===== src/rtl/ixs_pkg.sv =====
package ixs_pkg;

  localparam logic [7:0] SUB_ADD_IDX = 8'h1E;
  localparam logic [7:0] SUB_DEC_PUT = 8'h33;
  localparam logic [7:0] SUB_SAVE    = 8'h55;
  localparam logic [7:0] SUB_REST    = 8'h65;

  typedef enum logic [2:0] {
    K_ADD_IDX,
    K_DEC_PUT,
    K_SAVE,
    K_REST,
    K_BAD
  } kind_e;

  typedef enum logic [2:0] {
    S_IDLE,
    S_ADD_IDX,
    S_DEC_PUT,
    S_SAVE,
    S_REST,
    S_DRAIN,
    S_BAD
  } state_e;

endpackage


===== src/rtl/ixs_rst_sync.sv =====
module ixs_rst_sync (
  input  logic clk,
  input  logic rst_n,
  output logic rst_sync_n
);

  logic meta_q;
  logic hold_q;

  always_ff @(posedge clk or negedge rst_n) begin
    if (!rst_n) begin
      meta_q <= 1'b0;
      hold_q <= 1'b0;
    end else begin
      meta_q <= 1'b1;
      hold_q <= meta_q;
    end
  end

  assign rst_sync_n = hold_q;

endmodule


===== src/rtl/ixs_decode.sv =====
module ixs_decode
  import ixs_pkg::*;
(
  input  logic [7:0] sub_i,
  output kind_e      kind_o
);

  always_comb begin
    unique case (sub_i)
      SUB_ADD_IDX: kind_o = K_ADD_IDX;
      SUB_DEC_PUT: kind_o = K_DEC_PUT;
      SUB_SAVE:    kind_o = K_SAVE;
      SUB_REST:    kind_o = K_REST;
      default:     kind_o = K_BAD;
    endcase
  end

endmodule


===== src/rtl/ixs_bcd.sv =====
// Shift-and-add-3 binary to decimal split, purely combinational.
module ixs_bcd #(
  parameter int DATA_W = 8,
  parameter int DIGITS = 3
) (
  input  logic [DATA_W-1:0]   val_i,
  output logic [4*DIGITS-1:0] digits_o
);

  localparam int SC_W = DATA_W + 4 * DIGITS;

  logic [SC_W-1:0] sc;

  always_comb begin
    sc = '0;
    sc[DATA_W-1:0] = val_i;
    for (int i = 0; i < DATA_W; i++) begin
      for (int d = 0; d < DIGITS; d++) begin
        if (sc[DATA_W + 4*d +: 4] >= 4'd5) begin
          sc[DATA_W + 4*d +: 4] = sc[DATA_W + 4*d +: 4] + 4'd3;
        end
      end
      sc = sc << 1;
    end
    digits_o = sc[DATA_W +: 4*DIGITS];
  end

endmodule


===== src/rtl/ixs_seq.sv =====
module ixs_seq
  import ixs_pkg::*;
#(
  parameter int ADDR_W = 12,
  parameter int DATA_W = 8,
  parameter int REG_W  = 4,
  parameter int DIGITS = 3
) (
  input  logic                clk,
  input  logic                rst_n,
  input  logic                start_i,
  input  kind_e               kind_i,
  input  logic [REG_W-1:0]    x_i,
  input  logic [ADDR_W-1:0]   base_i,
  input  logic [4*DIGITS-1:0] digits_i,
  input  logic [DATA_W-1:0]   rf_rd_data_i,
  input  logic [DATA_W-1:0]   mem_rdata_i,
  output logic [DATA_W-1:0]   vx_o,
  output logic                busy_o,
  output logic                done_o,
  output logic                illegal_o,
  output logic                mem_req_o,
  output logic                mem_we_o,
  output logic [ADDR_W-1:0]   mem_addr_o,
  output logic [DATA_W-1:0]   mem_wdata_o,
  output logic [REG_W-1:0]    rf_rd_addr_o,
  output logic                rf_wr_en_o,
  output logic [REG_W-1:0]    rf_wr_addr_o,
  output logic [DATA_W-1:0]   rf_wr_data_o,
  output logic                idx_we_o,
  output logic [ADDR_W-1:0]   idx_wdata_o
);

  localparam logic [REG_W-1:0] DIG_LAST = REG_W'(DIGITS - 1);

  state_e            state_q, state_d;
  logic [REG_W-1:0]  cnt_q, cnt_d;
  logic [REG_W-1:0]  last_q;
  logic [ADDR_W-1:0] base_q;
  logic [DATA_W-1:0] vx_q;
  logic              pend_q, pend_d;
  logic [REG_W-1:0]  pend_addr_q, pend_addr_d;
  logic              cap_en;
  logic              at_last;
  logic              dig_last;
  logic [3:0]        dig_sel;

  assign cap_en   = (state_q == S_IDLE) && start_i;
  assign at_last  = (cnt_q == last_q);
  assign dig_last = (cnt_q == DIG_LAST);

  // next-state logic
  always_comb begin
    state_d     = state_q;
    cnt_d       = cnt_q;
    pend_d      = 1'b0;
    pend_addr_d = cnt_q;
    unique case (state_q)
      S_IDLE: begin
        cnt_d = '0;
        if (start_i) begin
          unique case (kind_i)
            K_ADD_IDX: state_d = S_ADD_IDX;
            K_DEC_PUT: state_d = S_DEC_PUT;
            K_SAVE:    state_d = S_SAVE;
            K_REST:    state_d = S_REST;
            default:   state_d = S_BAD;
          endcase
        end
      end
      S_ADD_IDX: state_d = S_IDLE;
      S_BAD:     state_d = S_IDLE;
      S_DEC_PUT: begin
        if (dig_last) state_d = S_IDLE;
        else          cnt_d   = cnt_q + 1'b1;
      end
      S_SAVE: begin
        if (at_last) state_d = S_IDLE;
        else         cnt_d   = cnt_q + 1'b1;
      end
      S_REST: begin
        pend_d = 1'b1;
        if (at_last) state_d = S_DRAIN;
        else         cnt_d   = cnt_q + 1'b1;
      end
      S_DRAIN:   state_d = S_IDLE;
      default:   state_d = S_IDLE;
    endcase
  end

  // sequencing registers, updated every cycle
  always_ff @(posedge clk or negedge rst_n) begin
    if (!rst_n) begin
      state_q     <= S_IDLE;
      cnt_q       <= '0;
      pend_q      <= 1'b0;
      pend_addr_q <= '0;
    end else begin
      state_q     <= state_d;
      cnt_q       <= cnt_d;
      pend_q      <= pend_d;
      pend_addr_q <= pend_addr_d;
    end
  end

  // operand capture, enabled on an accepted start
  always_ff @(posedge clk or negedge rst_n) begin
    if (!rst_n) begin
      last_q <= '0;
      base_q <= '0;
      vx_q   <= '0;
    end else if (cap_en) begin
      last_q <= x_i;
      base_q <= base_i;
      vx_q   <= rf_rd_data_i;
    end
  end

  // output decode
  always_comb begin
    dig_sel = digits_i[4*(DIGITS-1-int'(cnt_q)) +: 4];
  end

  assign vx_o         = vx_q;
  assign busy_o       = (state_q != S_IDLE);
  assign illegal_o    = (state_q == S_BAD);
  assign done_o       = (state_q == S_ADD_IDX) || (state_q == S_BAD) ||
                        ((state_q == S_DEC_PUT) && dig_last) ||
                        ((state_q == S_SAVE) && at_last) ||
                        (state_q == S_DRAIN);
  assign mem_req_o    = (state_q == S_DEC_PUT) || (state_q == S_SAVE) ||
                        (state_q == S_REST);
  assign mem_we_o     = (state_q == S_DEC_PUT) || (state_q == S_SAVE);
  assign mem_addr_o   = base_q + {{(ADDR_W-REG_W){1'b0}}, cnt_q};
  assign mem_wdata_o  = (state_q == S_DEC_PUT) ? {{(DATA_W-4){1'b0}}, dig_sel}
                                               : rf_rd_data_i;
  assign rf_rd_addr_o = (state_q == S_IDLE) ? x_i : cnt_q;
  assign rf_wr_en_o   = pend_q;
  assign rf_wr_addr_o = pend_addr_q;
  assign rf_wr_data_o = mem_rdata_i;
  assign idx_we_o     = (state_q == S_ADD_IDX);
  assign idx_wdata_o  = base_q + {{(ADDR_W-DATA_W){1'b0}}, vx_q};

endmodule


===== src/rtl/idx_xfer_seq.sv =====
module idx_xfer_seq
  import ixs_pkg::*;
#(
  parameter int ADDR_W = 12,
  parameter int DATA_W = 8,
  parameter int NREG   = 16
) (
  input  logic                      clk,
  input  logic                      rst_n,
  input  logic                      start_i,
  input  logic [$clog2(NREG)+7:0]   instr_i,
  input  logic [ADDR_W-1:0]         idx_i,
  output logic                      idx_we_o,
  output logic [ADDR_W-1:0]         idx_wdata_o,
  output logic [$clog2(NREG)-1:0]   rf_rd_addr_o,
  input  logic [DATA_W-1:0]         rf_rd_data_i,
  output logic                      rf_wr_en_o,
  output logic [$clog2(NREG)-1:0]   rf_wr_addr_o,
  output logic [DATA_W-1:0]         rf_wr_data_o,
  output logic                      mem_req_o,
  output logic                      mem_we_o,
  output logic [ADDR_W-1:0]         mem_addr_o,
  output logic [DATA_W-1:0]         mem_wdata_o,
  input  logic [DATA_W-1:0]         mem_rdata_i,
  output logic                      busy_o,
  output logic                      done_o,
  output logic                      illegal_o
);

  localparam int REG_W  = $clog2(NREG);
  localparam int DIGITS = (DATA_W * 30103) / 100000 + 1;

  logic                rst_sync_n;
  kind_e               kind;
  logic [DATA_W-1:0]   vx_val;
  logic [4*DIGITS-1:0] digits;

  ixs_rst_sync u_rst (
    .clk        (clk),
    .rst_n      (rst_n),
    .rst_sync_n (rst_sync_n)
  );

  ixs_decode u_dec (
    .sub_i  (instr_i[7:0]),
    .kind_o (kind)
  );

  ixs_bcd #(.DATA_W(DATA_W), .DIGITS(DIGITS)) u_bcd (
    .val_i    (vx_val),
    .digits_o (digits)
  );

  ixs_seq #(
    .ADDR_W (ADDR_W),
    .DATA_W (DATA_W),
    .REG_W  (REG_W),
    .DIGITS (DIGITS)
  ) u_seq (
    .clk          (clk),
    .rst_n        (rst_sync_n),
    .start_i      (start_i),
    .kind_i       (kind),
    .x_i          (instr_i[REG_W+7:8]),
    .base_i       (idx_i),
    .digits_i     (digits),
    .rf_rd_data_i (rf_rd_data_i),
    .mem_rdata_i  (mem_rdata_i),
    .vx_o         (vx_val),
    .busy_o       (busy_o),
    .done_o       (done_o),
    .illegal_o    (illegal_o),
    .mem_req_o    (mem_req_o),
    .mem_we_o     (mem_we_o),
    .mem_addr_o   (mem_addr_o),
    .mem_wdata_o  (mem_wdata_o),
    .rf_rd_addr_o (rf_rd_addr_o),
    .rf_wr_en_o   (rf_wr_en_o),
    .rf_wr_addr_o (rf_wr_addr_o),
    .rf_wr_data_o (rf_wr_data_o),
    .idx_we_o     (idx_we_o),
    .idx_wdata_o  (idx_wdata_o)
  );

endmodule


===== config.mk =====
export PLATFORM = sky130hd
export DESIGN_NAME = idx_xfer_seq
export DESIGN_NICKNAME = d
export VERILOG_FILES = /design/src/rtl/ixs_pkg.sv /design/src/rtl/ixs_rst_sync.sv /design/src/rtl/ixs_decode.sv /design/src/rtl/ixs_bcd.sv /design/src/rtl/ixs_seq.sv /design/src/rtl/idx_xfer_seq.sv
export SDC_FILE = /design/constraint.sdc
export NUM_CORES = 1
export LEC_CHECK = 0
export ABC_CLOCK_PERIOD_IN_PS = 7150
export BUFFER_PORTS_ARGS = -buffer_cell sky130_fd_sc_hd__buf_2
export CORE_AREA = 2 2 64 112
export DETAILED_ROUTE_END_ITERATION = 7
export DIE_AREA = 0 0 66 114
export GPL_ROUTABILITY_DRIVEN = 0
export GPL_TIMING_DRIVEN = 0
export PLACE_DENSITY = 0.91
export SLEW_MARGIN = 20
export SYNTH_ARGS = -nofsm -noshare
export SYNTH_HDL_FRONTEND = slang
export SYNTH_SLANG_ARGS = --single-unit

===== constraint.sdc =====
create_clock -name clk -period 7.15 [get_ports clk]
set_input_delay 1.43 -clock clk [delete_from_list [all_inputs] [get_ports clk]]
set_output_delay 1.43 -clock clk [all_outputs]
set_load 0.005 [all_outputs]

## Word level (Yosys, flattened, before mapping)

Cells that the tools add are included.

| cells by class | value |
|---|---|
| add/sub/neg operators | 22 |
| magnitude comparators | 18 |
| equal/unequal tests | 21 |
| shift-type cells | 1 |
| multiplexer cells | 31 |
| reduce and logical (&&, ||, !) cells | 16 |

Operators with widths:

| kind | count |
|---|---|
| $ge A4 B3 Y1 const B | 15 |
| $mux W4 | 15 |
| $add A4 B2 Y4 const B | 11 |
| $pmux W3 S4 | 3 |
| $shiftx A12 B32 Y4 | 1 |
| $mux W3 | 10 |
| $eq A8 B7 Y1 const B | 2 |
| $add A12 B4 Y12 | 1 |
| $add A12 B8 Y12 | 1 |
| $add A3 B2 Y3 const B | 4 |
| $eq A3 B2 Y1 const B | 4 |
| $pmux W4 S3 | 1 |
| $eq A3 B3 Y1 const B | 3 |
| $eq A8 B5 Y1 const B | 1 |
| $eq A8 B6 Y1 const B | 1 |
| $mux W8 | 1 |
| $add A1 B2 Y3 const B | 2 |
| $eq A3 B1 Y1 const B | 2 |
| $ge A1 B3 Y1 const B | 2 |
| $logic_not A3 Y1 | 2 |
| $logic_or A1 B1 Y1 | 6 |
| $ne A2 B1 Y1 const B | 3 |
| $ne A2 B2 Y1 const B | 3 |
| $reduce_bool A3 Y1 | 2 |
| 11 further kinds | 13 |

| word-level totals | value |
|---|---|
| bits in registers | 38 |
| input bits | 43 |
| output and inout bits | 55 |
| logic and storage cells | 118 |

## Depth between registers and ports, before layout

Gate-level depths: netlist (run 1).

| logic depth | value |
|---|---|
| depth in word-level cells | 16 |
| mapped depth | 26 |

## By module

From an unflattened synthesis (run 1), not the netlist that was laid out.

| second synthesis, totals | value |
|---|---|
| cell total of the unflattened synthesis | 397 |
| area total of the unflattened synthesis | 3676.0 um2 |

Modules (own cells, without submodules):

| module | times used | cells an instance | area an instance (um2) | seq. area each (um2) |
|---|---|---|---|---|
| ixs_seq | 1 | 248 | 2556.2 | 900.9 |
| ixs_bcd | 1 | 134 | 969.7 | 0.0 |
| ixs_decode | 1 | 12 | 96.3 | 0.0 |
| ixs_rst_sync | 1 | 3 | 53.8 | 50.0 |

## Worst setup path before layout (run 1)

Ideal clock, no wire load.

| timing path | value |
|---|---|
| path type | reg-to-output |
| start | register u_seq.vx_q[6] (netlist: u_seq.vx_o[6]) |
| end | output mem_wdata_o[3] |
| arrival | 4.482 ns |
| slack | 1.238 ns |
| stages on the path, launching flop included | 26 |
| path through | dfrtp_1 -> buf_2 -> inv_1 -> ha_1 -> o21ai_0 -> xnor2_1 -> ha_1 -> nand2b_1 -> a32oi_1 -> xnor2_1 -> inv_1 -> ha_1 -> nand2_1 -> and4_4 -> nor2_1 -> and2_1 -> inv_1 -> ha_1 -> clkbuf_1 -> a21oi_1 -> mux2i_1 -> ha_1 -> inv_1 -> o21ai_0 -> a31oi_1 -> o31ai_1 |

| on the way | value |
|---|---|
| word-level cells in the longest chain between the ends | 14 |

RTL lines:

| what | RTL line | text |
|---|---|---|
| start: declaration | ixs_seq.sv:40 | `logic [DATA_W-1:0] vx_q;` |
| start signal: assignment | ixs_seq.sv:115 | `vx_q <= rf_rd_data_i;` |
| $add A4 B2 Y4 or $ge A4 B3 Y1 (tied branches) | ixs_bcd.sv:20, ixs_bcd.sv:19 |  |
| $mux W4 * | ixs_bcd.sv:19 | `if (sc[DATA_W + 4*d +: 4] >= 4'd5) begin` |
| $add A4 B2 Y4 or $ge A4 B3 Y1 (tied branches) | ixs_bcd.sv:20, ixs_bcd.sv:19 |  |
| $mux W4 | ixs_bcd.sv:19 |  |
| $add A4 B2 Y4, or another cell as far along | ixs_bcd.sv:20 | `sc[DATA_W + 4*d +: 4] = sc[DATA_W + 4*d +: 4] + 4'd3;` |
| $mux W4 or $mux W3 (tied branches) | ixs_bcd.sv:19 |  |
| $add A4 B2 Y4, or another cell as far along | ixs_bcd.sv:20 |  |
| $mux W4 or $mux W3 (tied branches) | ixs_bcd.sv:19 |  |
| $add A4 B2 Y4, or another cell as far along | ixs_bcd.sv:20 |  |
| $mux W4 or $mux W3 (tied branches) | ixs_bcd.sv:19 |  |
| $add A4 B2 Y4, or another cell as far along | ixs_bcd.sv:20 |  |
| $mux W4 or $mux W3 (tied branches) | ixs_bcd.sv:19 |  |
| $shiftx A12 B32 Y4 * | ixs_seq.sv:121 | `dig_sel = digits_i[4*(DIGITS-1-int'(cnt_q)) +: 4];` |
| $mux W8 * | ixs_seq.sv:135 | `assign mem_wdata_o = (state_q == S_DEC_PUT) ? {{(DATA_W-4){1'b0}}, dig_sel}` |
| end: declaration | idx_xfer_seq.sv:23 | `output logic [DATA_W-1:0] mem_wdata_o,` |

Mark *: on every way between the ends. The rest lies on a longest branch, timed or not.

## Worst setup path after layout (run 1)

Ends and elaborated chain as after synthesis.

==> reports/qor.txt, run 1 <==
status: finished clean
fin crit period: 6.75 ns
CP Launch Type: register
Vert. Die Dim: 114 microns
most frequent cells in the layout: 90 x buf_2, 37 x dfrtp_1, 36 x nand2_1
CTS Sinks: 38
antenna-violating nets left: 0
pin count of the biggest net entering global routing: 23
DIE WIDTH: 66 microns
number of different library cells in the post-synthesis netlist: 74
number of I/O pins: 98
WL/cell: 15.9 microns
First-pass DRT Iterations: 5
setup TNS: 0 ns
Worst R2R Path Depth: 8
layout cell share with drive strength beyond 1: 29.0%
vias in the first global route: 3,487
Hold Fails Final Rpt: 0
max frequency: 148 MHz
Seq/Total Area, Yosys: 27.1%
max-cap viol count: 0
first-pass GRT wire length: 15,600 microns
cts bufs inserted: 5
Ant. Diodes: 0
CP Class: reg -> out
RSZ-0062 raised after global routing: false
Slew Limit Headroom: 47.3%
Core Footprint: 6710 sq um
Fin Clk Skew: 0.00492 ns
vias after detailed routing: 3,540
starting density of the core: 52.3%
initial antenna violation count: 0
Starting DRT DRC Count: 160
async set-or-reset flop fraction in the synthesized netlist: 100%
max-slew violation count: 0
post-synth net total: 483
worst slew pin tran: 0.790 ns
CTS tree: yes
Worst Path Required: 5.72 ns
CP max stage delay: 0.39 ns
Reg-to-Reg End: u_seq.base_q[0]$_DFFE_PN0P_
Root Buffer: clkbuf_16
final wirelength: 9510 microns
final cell count without fillers: 598
post-synth top area cell: dfrtp_1
# rows: 40
crit path DAT: 5.32 ns
Synth Flop Type: dfrtp_1
endpoints failing setup: 0
top post-synthesis cells by area: dfrtp_1 27%, ha_1 7.8%, mux2_2 6.1%
# H-tree levels: 2
Layout area overhead: 22.1%
slowest CP cell: dfrtp_1
DRC Markers: 0
Hold WC Path Type: reg -> async
Post-DP HPWL: 7450 microns
synthesized area per cell: 8.43 sq um
#FFs+latches synth: 38
NumNets Final: 580
Die ar.: 7520 sq um
most used cell, CP: inv_1
Yosys top cell area share: 27.1%
Crit. Startpoint: u_seq.vx_o[6]$_DFFE_PN0P_
YS warnings: 0
commonest non-fill, non-tap cell in the layout: buf_2
Clock Latency Late Sink: 0.28 ns
RR Startpoint: u_seq.state_q[0]$_DFFE_PN0P_
routed vias/inst: 5.92
Syn Std Cell Area: 3510 sq um
CTS max path bufs: 2
flop2flop setup slack: 4.23 ns
post-route clock period utilization: 94.4%
grt total ovfl: 0
worst-path maximum fanout: 10
placed insts: 590
clock slew at reported path FFs: 0.06 ns
Post-CTS Hold Fix Bufs: 0
number of synthesized flops with an enable pin: 0
Port Buffers: 89
Hold Slack: 0.185 ns
GRT Util Overall: 26.4%
Cells after Synth: 416
Crit. End Element: output pin
cell families (layout without fill, tap and decap cells):
family / Yosys count / count (layout) / share of synthesized area [%]
flip-flops: 38 / 38 / 27.1
multiplexers: 22 / 22 / 6.96
AO/OA/AOI/OAI: 107 / 107 / 20.8
buffers and inverters: 52 / 150 / 6.67
other: 1 / 1 / 0.107
XOR/XNOR: 28 / 28 / 7.21
AND/OR/NAND/NOR: 144 / 144 / 22.2
adder cells (fa/ha/maj): 24 / 24 / 8.99
sequential cells by signal, indices dropped and copies added, names as in the netlist:
signal / count
u_rst.meta_q: 1
u_rst.rst_sync_n: 1
u_seq.base_q: 12
u_seq.cnt_q: 4
u_seq.last_q: 4
u_seq.rf_wr_addr_o: 4
u_seq.rf_wr_en_o: 1
u_seq.state_q: 3
u_seq.vx_o: 8
cell type report:
| type | instances | area, sq um |
|---|---|---|
| repair buffers | 91 | 480 |
| multi-input cells | 326 | 2350 |
| plain buffers | 22 | 121 |
| clock buffers | 5 | 125 |
| clock inverters | 3 | 40.0 |
| flip-flops and latches | 38 | 952 |
| fillers | 551 | 2420 |
| inverters | 29 | 109 |
| well taps | 84 | 105 |
stage by stage:
step                util, %  worst slack, ns  instance area, sq um
finish                 63.8            0.397                  4280
global route           63.8           0.0181                  4280
CTS                    63.4           0.0651                  4250
detailed placement     60.9            0.385                  4090
global placement       60.5            0.608                  4060
floorplan                 -             1.24                  3510
cell usage after synthesis (2+ instances only):
master and n:
ha_1 22, a22oi_1 3, a31oi_1 6, nor4b_1 2, xnor2_1 23, a211o_1 2, or3_1 2, or4_1 2
a32oi_1 2, nand4_1 2, nand3b_1 2, nor3b_1 5, o211ai_1 2, mux2_2 19, a21boi_1 2, mux2i_1 3
nand3_1 7, nor4_1 4, nor3_1 12, o21ai_0 34, and3_1 3, and2_0 2, xor2_1 4, a21oi_1 15
and2_1 9, clkbuf_1 13, fa_1 2, a211oi_1 2, a21o_1 5, nand2b_1 9, buf_4 8, nor2_1 27
o211a_1 2, dfrtp_1 38, nand2_1 36, o31ai_1 4, inv_1 27, o21a_1 5, nor2b_1 10, o22ai_1 5
critical path, delay by kind of cell, from the launching register on:
kind	cells	cell delay, ns
XOR/XNOR	2	0.44
buffers and inverters	6	0.70
AND/OR/NAND/NOR	5	0.79
AO/OA/AOI/OAI	6	1.04
adder cells (fa/ha/maj)	5	1.36
multiplexers	1	0.28
flip-flops	1	0.39
what timing repair did:
item,4_1_cts,5_1_grt
resized for setup,0,6
setup buffers,0,1
endpoints found under the setup margin,0,4
layer usage:
layer / share of wire [%] / track usage [%]
met5: 0 / 0
met4: 5.3 / 16.3
met3: 4.4 / 2.56
met2: 55 / 48.9
met1: 35 / 27.6
how the worst max path moves through the flow:
stage                           endpoint  slack, ns  cells past startpoint
final                     mem_wdata_o[3]       0.40                     25
after global routing      mem_wdata_o[3]       0.02                     25
after CTS                 mem_wdata_o[3]       0.07                     26
after detailed placement  mem_wdata_o[3]       0.38                     26
after global placement    mem_wdata_o[3]       0.61                     26
after floorplan           mem_wdata_o[3]       1.24                     25
Power of run 1 is left out: the tool's default activity adds up to more than one toggle a clock period on the data nets, which glitch-free logic cannot reach.
==> inputs of run 2 (changes only) <==
--- a/config.mk
+++ b/config.mk
@@ -7,13 +7,13 @@
 export LEC_CHECK = 0
 export ABC_CLOCK_PERIOD_IN_PS = 7150
 export BUFFER_PORTS_ARGS = -buffer_cell sky130_fd_sc_hd__buf_2
-export CORE_AREA = 2 2 64 112
+export CORE_AREA = 2 2 66 115
 export DETAILED_ROUTE_END_ITERATION = 7
-export DIE_AREA = 0 0 66 114
-export GPL_ROUTABILITY_DRIVEN = 0
+export DIE_AREA = 0 0 68 117
 export GPL_TIMING_DRIVEN = 0
-export PLACE_DENSITY = 0.91
+export PLACE_DENSITY = 0.89
 export SLEW_MARGIN = 20
 export SYNTH_ARGS = -nofsm -noshare
 export SYNTH_HDL_FRONTEND = slang
+export SYNTH_HIERARCHICAL = 1
 export SYNTH_SLANG_ARGS = --single-unit
==> reports/qor.txt, run 2 <==
status: finished clean (unchanged)
Ant. Diodes: 0 (unchanged)
NumNets Final: 574 (was 580)
pin count of the biggest net entering global routing: 25 (was 23)
Crit. End Element: output pin (unchanged)
GP Congestion: 0.934
GRT Util Overall: 23.9% (was 26.4%)
cts bufs inserted: 5 (unchanged)
CTS tree: yes (unchanged)
synthesized area per cell: 9.26 sq um (was 8.43 sq um)
endpoints failing setup: 0 (unchanged)
final wirelength: 9990 microns (was 9510 microns)
setup TNS: 0 ns (unchanged)
Seq/Total Area, Yosys: 25.9% (was 27.1%)
Starting DRT DRC Count: 245 (was 160)
# H-tree levels: 2 (unchanged)
Crit. Startpoint: u_seq/vx_o[6]$_DFFE_PN0P_ (was u_seq.vx_o[6]$_DFFE_PN0P_)
grt total ovfl: 0 (unchanged)
Syn Std Cell Area: 3680 sq um (was 3510 sq um)
post-synth top area cell: dfrtp_1 (unchanged)
vias in the first global route: 3,273 (was 3,487)
Yosys top cell area share: 25.9% (was 27.1%)
YS warnings: 6 (was 0)
clock slew at reported path FFs: 0.05 ns (was 0.06 ns)
crit path DAT: 5.51 ns (was 5.32 ns)
Worst Path Required: 5.72 ns (about the same)
Commonest cells post-synth: 38 x dfrtp_1, 29 x nand2_1, 27 x nor2_1 (was 38 x dfrtp_1, 36 x nand2_1, 34 x o21ai_0)
Reg with most FFs: u_seq/base_q (was u_seq.base_q)
Root Buffer: clkbuf_16 (unchanged)
RR Startpoint: u_seq/cnt_q[0]$_DFFE_PN0P_ (was u_seq.state_q[0]$_DFFE_PN0P_)
number of flip-flops under the largest register name: 12 (unchanged)
most frequent cells in the layout: 91 x buf_2, 37 x dfrtp_1, 29 x nand2_1 (was 90 x buf_2, 37 x dfrtp_1, 36 x nand2_1)
post-route clock period utilization: 97.1% (was 94.4%)
worst-path maximum fanout: 8 (was 10)
DRC Markers: 0 (unchanged)
worst slew pin tran: 0.575 ns (was 0.790 ns)
max-slew violation count: 0 (unchanged)
vias after detailed routing: 3,502 (was 3,540)
Worst R2R Path Depth: 8 (unchanged)
#FFs+latches synth: 38 (unchanged)
commonest non-fill, non-tap cell in the layout: buf_2 (unchanged)
first-pass GRT wire length: 14,500 microns (was 15,600 microns)
First-pass DRT Iterations: 5 (unchanged)
Reg-to-Reg End: u_seq/cnt_q[3]$_DFFE_PN0P_ (was u_seq.base_q[0]$_DFFE_PN0P_)
max frequency: 144 MHz (was 148 MHz)
fill cell count: 580 (was 551)
Fin Clk Skew: 0.00445 ns (was 0.00492 ns)
flop2flop setup slack: 5.05 ns (was 4.23 ns)
# rows: 41 (was 40)
Core Footprint: 7080 sq um (was 6710 sq um)
Die ar.: 7960 sq um (was 7520 sq um)
number of different library cells in the post-synthesis netlist: 74 (unchanged)
Slew Limit Headroom: 61.7% (was 47.3%)
Hold Fails Final Rpt: 0 (unchanged)
Vert. Die Dim: 117 microns (was 114 microns)
Post-DP HPWL: 7570 microns (was 7450 microns)
number of synthesized flops with an enable pin: 0 (unchanged)
CTS max path bufs: 2 (unchanged)
Cells after Synth: 397 (was 416)
fin crit period: 6.94 ns (was 6.75 ns)
number of I/O pins: 98 (unchanged)
Clock Latency Late Sink: 0.28 ns (about the same)
CP Launch Type: register (unchanged)
routed vias/inst: 5.91 (was 5.92)
antenna-violating nets left: 0 (unchanged)
async set-or-reset flop fraction in the synthesized netlist: 100% (unchanged)
slowest CP cell: dfrtp_1 (unchanged)
Hold WC Path Type: reg -> async (unchanged)
Port Buffers: 89 (unchanged)
layout cell share with drive strength beyond 1: 34.9% (was 29.0%)
CTS Sinks: 38 (unchanged)
most common cell in the netlist: dfrtp_1 (unchanged)
starting density of the core: 51.9% (was 52.3%)
max-cap viol count: 0 (unchanged)
Post-CTS Hold Fix Bufs: 0 (unchanged)
CP max stage delay: 0.40 ns (was 0.39 ns)
top post-synthesis cells by area: dfrtp_1 26%, ha_1 7.8%, mux2_1 6.4% (was dfrtp_1 27%, ha_1 7.8%, mux2_2 6.1%)
initial antenna violation count: 0 (unchanged)
CP Class: reg -> out (unchanged)
Layout area overhead: 24.0% (was 22.1%)
WL/cell: 16.8 microns (was 15.9 microns)
DIE WIDTH: 68 microns (was 66 microns)
Synth Flop Type: dfrtp_1 (unchanged)
==> run 2: stage by stage <==
| stage | hold slack (ns) | setup slack, ns | util, % | instances | area [sq um] |
|---|---|---|---|---|---|
| 2_1_floorplan | 0.331 | 0.784 | - | 398 | 3680 |
| 3_3_place_gp | 0.338 | 0.263 | 59.8 | 573 | 4230 |
| 3_5_place_dp | 0.180 | 0.0120 | 60.2 | 574 | 4260 |
| 4_1_cts | 0.186 | 0.00885 | 62.7 | 585 | 4440 |
| 5_1_grt | 0.201 | -0.0337 | 64.4 | 593 | 4560 |
| 6_report | 0.173 | 0.206 | 64.4 | 593 | 4560 |
==> run 2: final cells by class <==
| cell class | count | area, sq um | share of cell area [%] |
|---|---|---|---|
| multi-input combinational | 317 | 2540 | 55.8 |
| sequential | 38 | 952 | 20.9 |
| timing repair buffer | 101 | 556 | 12.2 |
| buffer | 26 | 186 | 4.09 |
| clock buffer | 6 | 139 | 3.05 |
| tap | 86 | 108 | 2.36 |
| inverter | 17 | 63.8 | 1.40 |
| clock inverter | 2 | 12.5 | 0.274 |
==> run 2: repair_timing <==
item / 4_1_cts / 5_1_grt
cloned: 0 / 0
resized for setup: 1 / 11
pin swaps: 3 / 8
endpoints found under the setup margin: 4 / 4
buffers inserted: 3 / 8
hold endpoints to repair: 0 / 0
==> run 2: how the worst max path moves through the flow <==
| stage | endpoint |
|---|---|
| floorplan | mem_wdata_o[3] |
| global placement | mem_wdata_o[3] |
| detailed placement | mem_wdata_o[0] |
| CTS | mem_wdata_o[0] |
| global route | mem_wdata_o[0] |
| finish | mem_wdata_o[0] |
==> run 2: cells by family after synthesis <==
logic type | Yosys count | share of synthesized area [%]
xor gates and xnor gates | 30 | 7.76
other | 2 | 0.204
muxes | 43 | 13.5
DFF | 38 | 25.9
and+or+nand+nor | 120 | 18.5
AOI/OAI and AO/OA | 96 | 18.4
adders and majority gates | 25 | 8.92
buffers and inverters | 43 | 6.81
==> run 2: critical path, delay by kind of cell, from the launching register on <==
family / cells / cell delay, ns
adder cells (fa/ha/maj): 5 / 1.13
flip-flops: 1 / 0.40
AND/OR/NAND/NOR: 7 / 0.94
buffers and inverters: 6 / 0.68
XOR/XNOR: 2 / 0.41
AO/OA/AOI/OAI: 8 / 1.68
==> run 2: per-layer routing <==
layer,track usage [%],share of wire (%)
met3,2.58,5.7
met5,0,0
met4,10.8,3.7
met2,47.2,57
met1,23.5,34
Power of run 2 is left out for the same reason.
==> inputs of run 3 (changes only) <==
--- a/config.mk
+++ b/config.mk
@@ -11,7 +11,7 @@
 export DETAILED_ROUTE_END_ITERATION = 7
 export DIE_AREA = 0 0 68 117
 export GPL_TIMING_DRIVEN = 0
-export PLACE_DENSITY = 0.89
+export PLACE_DENSITY = 0.79
 export SLEW_MARGIN = 20
 export SYNTH_ARGS = -nofsm -noshare
 export SYNTH_HDL_FRONTEND = slang
==> reports/qor.txt, run 3 (synthesis results as in run 2) <==
number of flip-flops under the largest register name: 12 (unchanged)
endpoints failing setup: 0 (unchanged)
CP max stage delay: 0.41 ns (was 0.40 ns)
CP Class: reg -> out (unchanged)
fill cell count: 604 (was 580)
cts bufs inserted: 5 (unchanged)
Fin Clk Skew: 0.00430 ns (was 0.00445 ns)
Layout area overhead: 23.9% (was 24.0%)
register area: 952 sq um (unchanged)
Port Buffers: 89 (unchanged)
Core Footprint: 7080 sq um (unchanged)
worst slew pin tran: 0.569 ns (was 0.575 ns)
Starting DRT DRC Count: 184 (was 245)
CP Launch Type: register (unchanged)
first-pass GRT wire length: 14,900 microns (was 14,500 microns)
grt total ovfl: 0 (unchanged)
status: finished clean (unchanged)
Buf/Inv on CP: 5 (was 6)
# H-tree levels: 2 (unchanged)
post-route clock period utilization: 96.2% (was 97.1%)
DIE WIDTH: 68 microns (unchanged)
CTS tree: yes (unchanged)
commonest non-fill, non-tap cell in the layout: buf_2 (unchanged)
crit path DAT: 5.44 ns (was 5.51 ns)
Slew Limit Headroom: 62.0% (was 61.7%)
max-slew violation count: 0 (unchanged)
Die ar.: 7960 sq um (unchanged)
Ant. Diodes: 0 (unchanged)
vias in the first global route: 3,275 (was 3,273)
initial antenna violation count: 0 (unchanged)
Crit. End Element: output pin (unchanged)
Hold Fails Final Rpt: 0 (unchanged)
fin crit period: 6.87 ns (was 6.94 ns)
DRC Markers: 0 (unchanged)
Clock Latency Late Sink: 0.28 ns (about the same)
Worst Path Required: 5.72 ns (about the same)
WL/cell: 15.8 microns (was 16.8 microns)
worst-path maximum fanout: 8 (unchanged)
vias after detailed routing: 3,453 (was 3,502)
final wirelength: 9380 microns (was 9990 microns)
Post-DP HPWL: 7400 microns (was 7570 microns)
Post-CTS Hold Fix Bufs: 0 (unchanged)
Hold WC Path Type: reg -> async (unchanged)
max-cap viol count: 0 (unchanged)
most frequent cells in the layout: 91 x buf_2, 37 x dfrtp_1, 29 x nand2_1 (unchanged)
starting density of the core: 51.9% (unchanged)
Vert. Die Dim: 117 microns (unchanged)
pin count of the biggest net entering global routing: 25 (unchanged)
clock slew at reported path FFs: 0.06 ns (was 0.05 ns)
# rows: 41 (unchanged)
GP Congestion: 0.926 (was 0.934)
antenna-violating nets left: 0 (unchanged)
GRT Util Overall: 24.6% (was 23.9%)
number of I/O pins: 98 (unchanged)
First-pass DRT Iterations: 4 (was 5)
CP delay by family, top: compound AO/OA/AOI/OAI gates (unchanged)
CTS Sinks: 38 (unchanged)
slowest CP cell: dfrtp_1 (unchanged)
max frequency: 145 MHz (was 144 MHz)
Root Buffer: clkbuf_16 (unchanged)
NumNets Final: 574 (unchanged)
routed vias/inst: 5.82 (was 5.91)
CTS max path bufs: 2 (unchanged)
layout cell share with drive strength beyond 1: 35.1% (was 34.9%)
Reg with most FFs: u_seq/base_q (unchanged)
footprint of the multi-input gates: 2550 sq um (was 2540 sq um)
setup TNS: 0 ns (unchanged)
==> run 3: routing by layer <==
metal | part of all wire [%] | vias to the layer above | global-route usage (%)
met2 | 56 | 108 | 44.7
met4 | 4.9 | 0 | 15.3
met3 | 4.5 | 33 | 3.92
met1 | 34 | 1664 | 25.4
met5 | 0 | - | 0
li1 | - | 1648 | -
==> run 3: cell type report <==
type                            instances  share of cell area (%)
Clock inverter                          1                   0.110
Clock buffer                            7                    3.13
Inverter                               17                    1.40
Multi-Input combinational cell        317                    56.0
Buffer                                 26                    4.09
Timing Repair Buffer                  101                    12.0
Tap cell                               86                    2.36
Sequential cell                        38                    20.9
==> run 3: repair_timing <==
action / in CTS / in global routing
resized for setup: 1 / 12
pin swaps: 3 / 6
buffers inserted: 4 / 7
endpoints found under the setup margin: 4 / 4
==> run 3: worst paths after layout <==
| check | startpoint | end | slack [ns] | cells past startpoint |
|---|---|---|---|---|
| max in group asynchronous | rst_n | u_rst/rst_sync_n$_DFF_PN0_ | 6.12 | 1 |
| hold / removal | u_rst/rst_sync_n$_DFF_PN0_ | u_seq/base_q[7]$_DFFE_PN0P_ | 0.16 | 0 |
| setup reg to reg | u_seq/cnt_q[0]$_DFFE_PN0P_ | u_seq/cnt_q[3]$_DFFE_PN0P_ | 4.94 | 8 |
| setup / recovery | u_seq/vx_o[6]$_DFFE_PN0P_ | mem_wdata_o[1] | 0.28 | 27 |
| hold reg to reg | u_rst/rst_sync_n$_DFF_PN0_ | u_seq/base_q[7]$_DFFE_PN0P_ | 0.16 | 0 |
| min in group clk | u_rst/meta_q$_DFF_PN0_ | u_rst/rst_sync_n$_DFF_PN0_ | 0.35 | 0 |
==> run 3: stage by stage <==
stage | cell area, sq um | worst slack, ns | std cells | utilization (%) | hold WS (ns)
after floorplan | 3680 | 0.784 | 398 | - | 0.331
after detailed placement | 4250 | -0.0216 | 574 | 60.1 | 0.169
after global placement | 4230 | 0.212 | 573 | 59.8 | 0.339
final | 4550 | 0.275 | 593 | 64.3 | 0.156
after global routing | 4550 | -0.0672 | 593 | 64.3 | 0.184
after CTS | 4440 | 0.00384 | 586 | 62.7 | 0.166
Power of run 3 is left out for the same reason.
